[src/rtl/rxstat_pkg.sv]
package rxstat_pkg;

   // Counter slots; the order is used as the index into the counter array
   typedef enum int unsigned {
      CTR_CRC = 0,
      CTR_SYM = 1
   } ctr_idx_e;

   localparam int unsigned NUM_CTR = 2;

   // All-ones limit for a counter of a given width
   function automatic logic [63:0] sat_limit(input int unsigned w);
      logic [63:0] v;
      v = '0;
      for (int unsigned b = 0; b < w && b < 64; b++) v[b] = 1'b1;
      return v;
   endfunction

endpackage

[src/rtl/rxstat_qualify.sv]
module rxstat_qualify
   import rxstat_pkg::*;
#(
   parameter int unsigned LEN_W   = 16,
   parameter int unsigned MIN_LEN = 64
) (
   input  logic             clk,
   input  logic             rst_n,
   input  logic             ev_valid,
   input  logic [LEN_W-1:0] ev_len,
   input  logic             ev_crc_bad,
   input  logic             ev_sym_bad,
   input  logic             rx_en,
   output logic [NUM_CTR-1:0] inc
);

   localparam logic [LEN_W-1:0] MIN_L = LEN_W'(MIN_LEN);

   logic live;
   logic long_enough;

   always_comb begin
      live        = ev_valid & rx_en;
      long_enough = (ev_len >= MIN_L);
      inc         = '0;
      inc[CTR_CRC] = live & ev_crc_bad & long_enough;
      inc[CTR_SYM] = live & ev_sym_bad;
   end

   // no increment request while reception is disabled
   assert_gate_rxen_R5: assert property (@(posedge clk) disable iff (!rst_n)
      !rx_en |-> (inc == '0));

   // runt frames never request a CRC error count
   assert_runt_crc_R4: assert property (@(posedge clk) disable iff (!rst_n)
      (ev_len < MIN_L) |-> !inc[CTR_CRC]);

endmodule

[src/rtl/rxstat_sat_ctr.sv]
module rxstat_sat_ctr #(
   parameter int unsigned CNT_W = 32
) (
   input  logic             clk,
   input  logic             rst_n,
   input  logic             inc,
   input  logic             clr,
   output logic [CNT_W-1:0] cnt
);

   localparam logic [CNT_W-1:0] CNT_MAX = '1;
   localparam logic [CNT_W-1:0] CNT_ONE = CNT_W'(1);

   logic [CNT_W-1:0] cnt_nxt;
   logic             at_max;

   always_comb begin
      at_max = (cnt == CNT_MAX);
      if (clr)
         cnt_nxt = inc ? CNT_ONE : '0;
      else if (inc && !at_max)
         cnt_nxt = cnt + CNT_ONE;
      else
         cnt_nxt = cnt;
   end

   always_ff @(posedge clk) begin
      if (!rst_n) cnt <= '0;
      else        cnt <= cnt_nxt;
   end

   assert_sat_hold_R3: assert property (@(posedge clk) disable iff (!rst_n)
      (cnt == CNT_MAX && !clr) |=> (cnt == CNT_MAX));

   assert_clear_R2: assert property (@(posedge clk) disable iff (!rst_n)
      (clr && !inc) |=> (cnt == '0));

   assert_read_collide_R9: assert property (@(posedge clk) disable iff (!rst_n)
      (clr && inc) |=> (cnt == CNT_ONE));

   assert_single_step_R7: assert property (@(posedge clk) disable iff (!rst_n)
      !clr |=> (cnt == $past(cnt) || cnt == $past(cnt) + CNT_ONE));

endmodule

[src/rtl/rxstat_rd_decode.sv]
module rxstat_rd_decode
   import rxstat_pkg::*;
#(
   parameter int unsigned ADDR_W  = 12,
   parameter int unsigned CRC_OFS = 'h000,
   parameter int unsigned SYM_OFS = 'h004
) (
   input  logic              clk,
   input  logic              rst_n,
   input  logic              rd_en,
   input  logic [ADDR_W-1:0] rd_addr,
   output logic [NUM_CTR-1:0] hit
);

   for (genvar i = 0; i < NUM_CTR; i++) begin : g_slot
      localparam logic [ADDR_W-1:0] OFS =
         (i == CTR_CRC) ? ADDR_W'(CRC_OFS) : ADDR_W'(SYM_OFS);
      assign hit[i] = rd_en && (rd_addr == OFS);
   end

   // a read selects at most one counter
   assert_onehot_R8: assert property (@(posedge clk) disable iff (!rst_n)
      $onehot0(hit));

   assert_no_hit_idle_R10: assert property (@(posedge clk) disable iff (!rst_n)
      !rd_en |-> (hit == '0));

endmodule

[src/rtl/rxerr_stat_bank.sv]
module rxerr_stat_bank
   import rxstat_pkg::*;
#(
   parameter int unsigned CNT_W   = 32,
   parameter int unsigned LEN_W   = 16,
   parameter int unsigned MIN_LEN = 64,
   parameter int unsigned ADDR_W  = 12,
   parameter int unsigned CRC_OFS = 'h000,
   parameter int unsigned SYM_OFS = 'h004
) (
   input  logic              clk,
   input  logic              rst_n,
   input  logic              ev_valid,
   input  logic [LEN_W-1:0]  ev_len,
   input  logic              ev_crc_bad,
   input  logic              ev_sym_bad,
   input  logic              rx_en,
   input  logic              rd_en,
   input  logic [ADDR_W-1:0] rd_addr,
   output logic [CNT_W-1:0]  rd_data
);

   // Elaboration-time parameter checks
   if (CNT_W < 2 || CNT_W > 64) begin : g_bad_cnt_w
      $error("rxerr_stat_bank: CNT_W must lie in 2..64");
   end
   if (CRC_OFS == SYM_OFS) begin : g_bad_ofs
      $error("rxerr_stat_bank: counter offsets must differ");
   end
   if (ADDR_W < 3 || ADDR_W > 32) begin : g_bad_addr_w
      $error("rxerr_stat_bank: ADDR_W must lie in 3..32");
   end
   if (LEN_W < 7 || MIN_LEN >= (64'd1 << LEN_W)) begin : g_bad_len
      $error("rxerr_stat_bank: MIN_LEN must fit in LEN_W bits");
   end

   logic [NUM_CTR-1:0] inc;
   logic [NUM_CTR-1:0] hit;
   logic [CNT_W-1:0]   cnt_arr [NUM_CTR];
   logic [CNT_W-1:0]   rd_sel;

   rxstat_qualify #(
      .LEN_W   (LEN_W),
      .MIN_LEN (MIN_LEN)
   ) u_qual (
      .clk        (clk),
      .rst_n      (rst_n),
      .ev_valid   (ev_valid),
      .ev_len     (ev_len),
      .ev_crc_bad (ev_crc_bad),
      .ev_sym_bad (ev_sym_bad),
      .rx_en      (rx_en),
      .inc        (inc)
   );

   rxstat_rd_decode #(
      .ADDR_W  (ADDR_W),
      .CRC_OFS (CRC_OFS),
      .SYM_OFS (SYM_OFS)
   ) u_dec (
      .clk     (clk),
      .rst_n   (rst_n),
      .rd_en   (rd_en),
      .rd_addr (rd_addr),
      .hit     (hit)
   );

   for (genvar i = 0; i < NUM_CTR; i++) begin : g_ctr
      rxstat_sat_ctr #(
         .CNT_W (CNT_W)
      ) u_ctr (
         .clk   (clk),
         .rst_n (rst_n),
         .inc   (inc[i]),
         .clr   (hit[i]),
         .cnt   (cnt_arr[i])
      );
   end

   always_comb begin
      rd_sel = '0;
      for (int i = 0; i < NUM_CTR; i++) begin
         if (hit[i]) rd_sel = rd_sel | cnt_arr[i];
      end
   end

   always_ff @(posedge clk) begin
      if (!rst_n)     rd_data <= '0;
      else if (rd_en) rd_data <= rd_sel;
   end

   // unmapped reads return zero
   assert_unmapped_zero_R10: assert property (@(posedge clk) disable iff (!rst_n)
      (rd_en && hit == '0) |=> (rd_data == '0));

   // with reception off and no read, both counters hold
   assert_rxen_hold_R5: assert property (@(posedge clk) disable iff (!rst_n)
      (!rx_en && !rd_en) |=> ($stable(cnt_arr[CTR_CRC]) && $stable(cnt_arr[CTR_SYM])));

   // rd_data changes only after a read
   assert_rdata_hold_R2: assert property (@(posedge clk) disable iff (!rst_n)
      !rd_en |=> $stable(rd_data));

endmodule

[config.mk]
export PLATFORM = sky130hd
export DESIGN_NAME = rxerr_stat_bank
export DESIGN_NICKNAME = d
export VERILOG_FILES = /design/src/rtl/rxstat_pkg.sv /design/src/rtl/rxstat_qualify.sv /design/src/rtl/rxstat_sat_ctr.sv /design/src/rtl/rxstat_rd_decode.sv /design/src/rtl/rxerr_stat_bank.sv
export SDC_FILE = /design/constraint.sdc
export NUM_CORES = 1
export LEC_CHECK = 0
export CAP_MARGIN = 0
export CORE_ASPECT_RATIO = 1.5
export CORE_MARGIN = 3
export CORE_UTILIZATION = 30
export CTS_CLUSTER_DIAMETER = 150
export CTS_CLUSTER_SIZE = 30
export DETAILED_ROUTE_END_ITERATION = 12
export HOLD_SLACK_MARGIN = 0.03
export PLACE_DENSITY = 0.49
export SYNTH_ARGS = -nofsm -noshare
export SYNTH_HDL_FRONTEND = slang
export SYNTH_SLANG_ARGS = --single-unit
[constraint.sdc]
create_clock -name clk -period 1.8 [get_ports clk]
set_input_delay 0.18 -clock clk [delete_from_list [all_inputs] [get_ports clk]]
set_output_delay 0.18 -clock clk [all_outputs]
set_load 0.03 [all_outputs]
==> impl_metrics.json <==
{
  "holdBufCountCts": 0,
  "place_hpwl_um": 12400,
  "worstMarginPinSlew_ns": 0.551,
  "synth.most_common_cell": "dfxtp_1",
  "portBuffers": 60,
  "reg2reg_slack_ns": -0.14,
  "yosysTopAreaCell": "dfxtp_1",
  "gp_congestion": 0.851,
  "cts_tree": "yes",
  "min_path_cells": 6,
  "cellLeakagePower_nw": 2.86,
  "synth-seq-cells": 96,
  "reg2reg_to": "g_ctr[0].u_ctr.cnt[17]",
  "seqPwrFrac_pct": 45.7,
  "fillerInstances": 1364,
  "final_area_um2": 7700,
  "synthSimpleGateAreaFrac_pct": 31.9,
  "r2r_start": "g_ctr[0].u_ctr.cnt[10]",
  "finalSetupTns_ns": -2.99,
  "cts.sinks": 96,
  "clock_path_buffers": 2,
  "core-area_um2": 14800,
  "die_h_um": 158,
  "ir_drop_mv": 0.573,
  "synthesis.area_um2": 4600,
  "violations": "negative setup slack",
  "netlist_top_cells_count": "dfxtp_1 (96), nor2_1 (54), a21oi_1 (47), or3_1 (35), o21ai_0 (34)",
  "setup_slack_ns": -0.135,
  "grt_pass1_vias": 5161,
  "drive_above_1_share_pct": 40.3,
  "synth_mux_area_share_pct": 0.218,
  "place_area_um2": 6580,
  "grt_overflow_total": 0,
  "crit_start": "g_ctr[0].u_ctr.cnt[10]",
  "cp_data_arrival_time_ns": 2.17,
  "yosys.cell_types.count": 48,
  "p_int_w": 0.00367,
  "critical_path_class": "reg -> reg",
  "crit_fanout": 7,
  "first_iter_violations": 185,
  "cts-root-buf": "clkbuf_16",
  "hold_viol_final": 0,
  "pwr-share-comb_pct": 6.3,
  "dieArea_um2": 16900,
  "synth_compound_area_share_pct": 20.7,
  "power.share.clock_pct": 48.0,
  "synthFlopType": "dfxtp_1",
  "wirelength_um": 17100,
  "yosysWarnings": 0,
  "synthTopCellsByArea": "dfxtp_1 (42%), a221oi_1 (6.1%), a21oi_1 (5.1%)",
  "cts_buffers": 9,
  "start_util_pct": 31.1,
  "worstSetupStartpointType": "register",
  "synth_top_family_by_area": "simple AND/OR/NAND/NOR gates",
  "vias_per_cell": 5.39,
  "rows": 54,
  "cp-end-kind": "register",
  "rr_worst_depth": 8,
  "grt_pass1_wl_um": 26600,
  "synth-edff-count": 0,
  "critPathRequiredTime_ns": 2.04,
  "netlist.area_leader.share_pct": 41.8,
  "syn2layout_area_growth_pct": 67.4,
  "clkTransAtPathRegs_ns": 0.07,
  "whs_ns": 0.546,
  "fin_cells": 956,
  "max_freq_mhz": 517,
  "crit_end": "g_ctr[0].u_ctr.cnt[17]",
  "p_sw_w": 0.000985,
  "grt_max_degree": 35,
  "numPlacedInstances": 911,
  "rsz0062_at_grt": "true",
  "synthAdderAreaFrac_pct": 0.544,
  "max_cap_violations": 0,
  "p_per_area_nw_per_um2": 604,
  "synth_seq_area_share_pct": 41.8,
  "ioPinCount": 67,
  "dr.pass1.iters": 5,
  "setup_viol": 50,
  "worst_clock_skew_ns": 0.00770,
  "status": "finished with violations",
  "clk_latency_ns": 0.34,
  "syn-instance-count": 548,
  "synth_xor_xnor_area_share_pct": 1.14,
  "grt_util_all_layers_pct": 20.2,
  "p_sw_share_pct": 21.2,
  "n_antenna_cell": 0,
  "ant_nets": 0,
  "slew_headroom_pct": 63.1,
  "postSynthAreaPerCell_um2": 8.39,
  "min_path_type": "in -> reg",
  "dieWidth_um": 107,
  "synth_fp_nets": 585,
  "min_period_ns": 1.94,
  "dp_slack_ns": -0.386,
  "vias": 5150,
  "slew_viol_final": 0,
  "routedWlPerCell_um": 17.9,
  "drc": 0,
  "final_nets": 793,
  "antenna_found_initial": 0,
  "finalCritPeriodShare_pct": 108,
  "async_flop_share_pct": 0,
  "htree_num_levels": 3
}
-- sequential cells by signal, indices dropped and copies added (netlist names) --
signal,count
rd_data,32
g_ctr.u_ctr.cnt,64
-- metrics by stage --
step | util (%) | total power, W
6_report | 52.0 | 0.00465
5_1_grt | 52.0 | 0.00479
4_1_cts | 49.7 | 0.00468
3_5_place_dp | 44.5 | 0.00241
3_3_place_gp | 44.5 | 0.00240
2_1_floorplan | - | 0.00226
-- metal layers --
layer	vias up	GRT usage (%)	wire length, um
met5	-	0	0
met4	0	7.56	458
met3	25	2.94	475
met2	86	37.7	9300
met1	2548	23.0	6890
li1	2491	-	-
-- power groups by stage --
stage          clock [W]  sequential (W)  combinational [W]
4_1_cts          0.00227         0.00213           0.000280
5_1_grt          0.00235         0.00213           0.000309
3_3_place_gp           0         0.00218           0.000225
2_1_floorplan          0         0.00218          0.0000845
3_5_place_dp           0         0.00218           0.000229
6_report         0.00223         0.00213           0.000292
-- how the worst min path moves through the flow --
stage	from	to	slack (ns)
floorplan	rst_n	g_ctr[0].u_ctr.cnt[0]	0.31
global placement	g_ctr[1].u_ctr.cnt[23]	g_ctr[1].u_ctr.cnt[23]	0.58
detailed placement	rd_data[14]	rd_data[14]	0.60
CTS	rd_addr[3]	g_ctr[1].u_ctr.cnt[10]	0.59
global route	rd_addr[11]	g_ctr[1].u_ctr.cnt[10]	0.56
finish	rd_addr[9]	g_ctr[1].u_ctr.cnt[2]	0.55
-- critical path, cell delays in order, from the launching register on --
cell     delay [ns]
dfxtp_4        0.38
nand4_4        0.09
or4_4          0.57
o31ai_4        0.24
buf_6          0.15
buf_8          0.12
buf_12         0.11
or3_4          0.12
a21oi_2        0.05
-- layout make-up --
cell class              count  area, um^2  area share, %
repair buffers            225        2100           27.3
clock inverters             5         105           1.36
inverters                  10        37.5          0.487
flip-flops and latches     96        1960           25.4
clock buffers              10         239           3.10
well taps                 196         245           3.18
multi-input cells         414        3010           39.1
-- placed cells by master (no fill, tap or decap), types with 5 or more instances in the layout --
cell / Yosys / layout
clkdlybuf4s50_1: 0 / 51
buf_12: 0 / 11
nand2_1: 30 / 26
nor2_1: 54 / 52
a21oi_2: 0 / 19
o21ai_2: 0 / 19
a21oi_1: 47 / 28
o21ai_0: 34 / 8
dlygate4sd2_1: 0 / 5
o31ai_2: 2 / 5
o21ai_1: 5 / 11
buf_4: 3 / 132
nor4_4: 2 / 5
a221oi_1: 32 / 32
and3_1: 6 / 5
buf_6: 1 / 17
dfxtp_2: 0 / 25
dfxtp_1: 96 / 70
nand3_1: 26 / 22
or3_1: 35 / 26
o211ai_1: 7 / 7
or4_1: 20 / 11
nor2b_1: 32 / 32
or3_4: 0 / 9
xor2_1: 5 / 5
inv_1: 9 / 9
clkbuf_16: 0 / 10
or4_4: 1 / 10
nand4_1: 22 / 22
-- cells by family (layout without fill, tap and decap cells) --
kind of cell             count (synthesis)  count (layout)
AND/OR/NAND/NOR                        258             258
AO/OA/AOI/OAI                          147             147
flip-flops                              96              96
buffers and inverters                   38             250
XOR/XNOR                                 6               6
adder cells (fa/ha/maj)                  2               2
multiplexers                             1               1
-- what timing repair did --
action / in CTS / in global routing
endpoints found under the setup margin: 63 / 66
resized for setup: 78 / 88
setup buffers: 18 / 12
pin swaps: 50 / 66
hold endpoints to repair: 0 / 0
gates cloned: 6 / 1
Power figures use the tool's default switching activity.
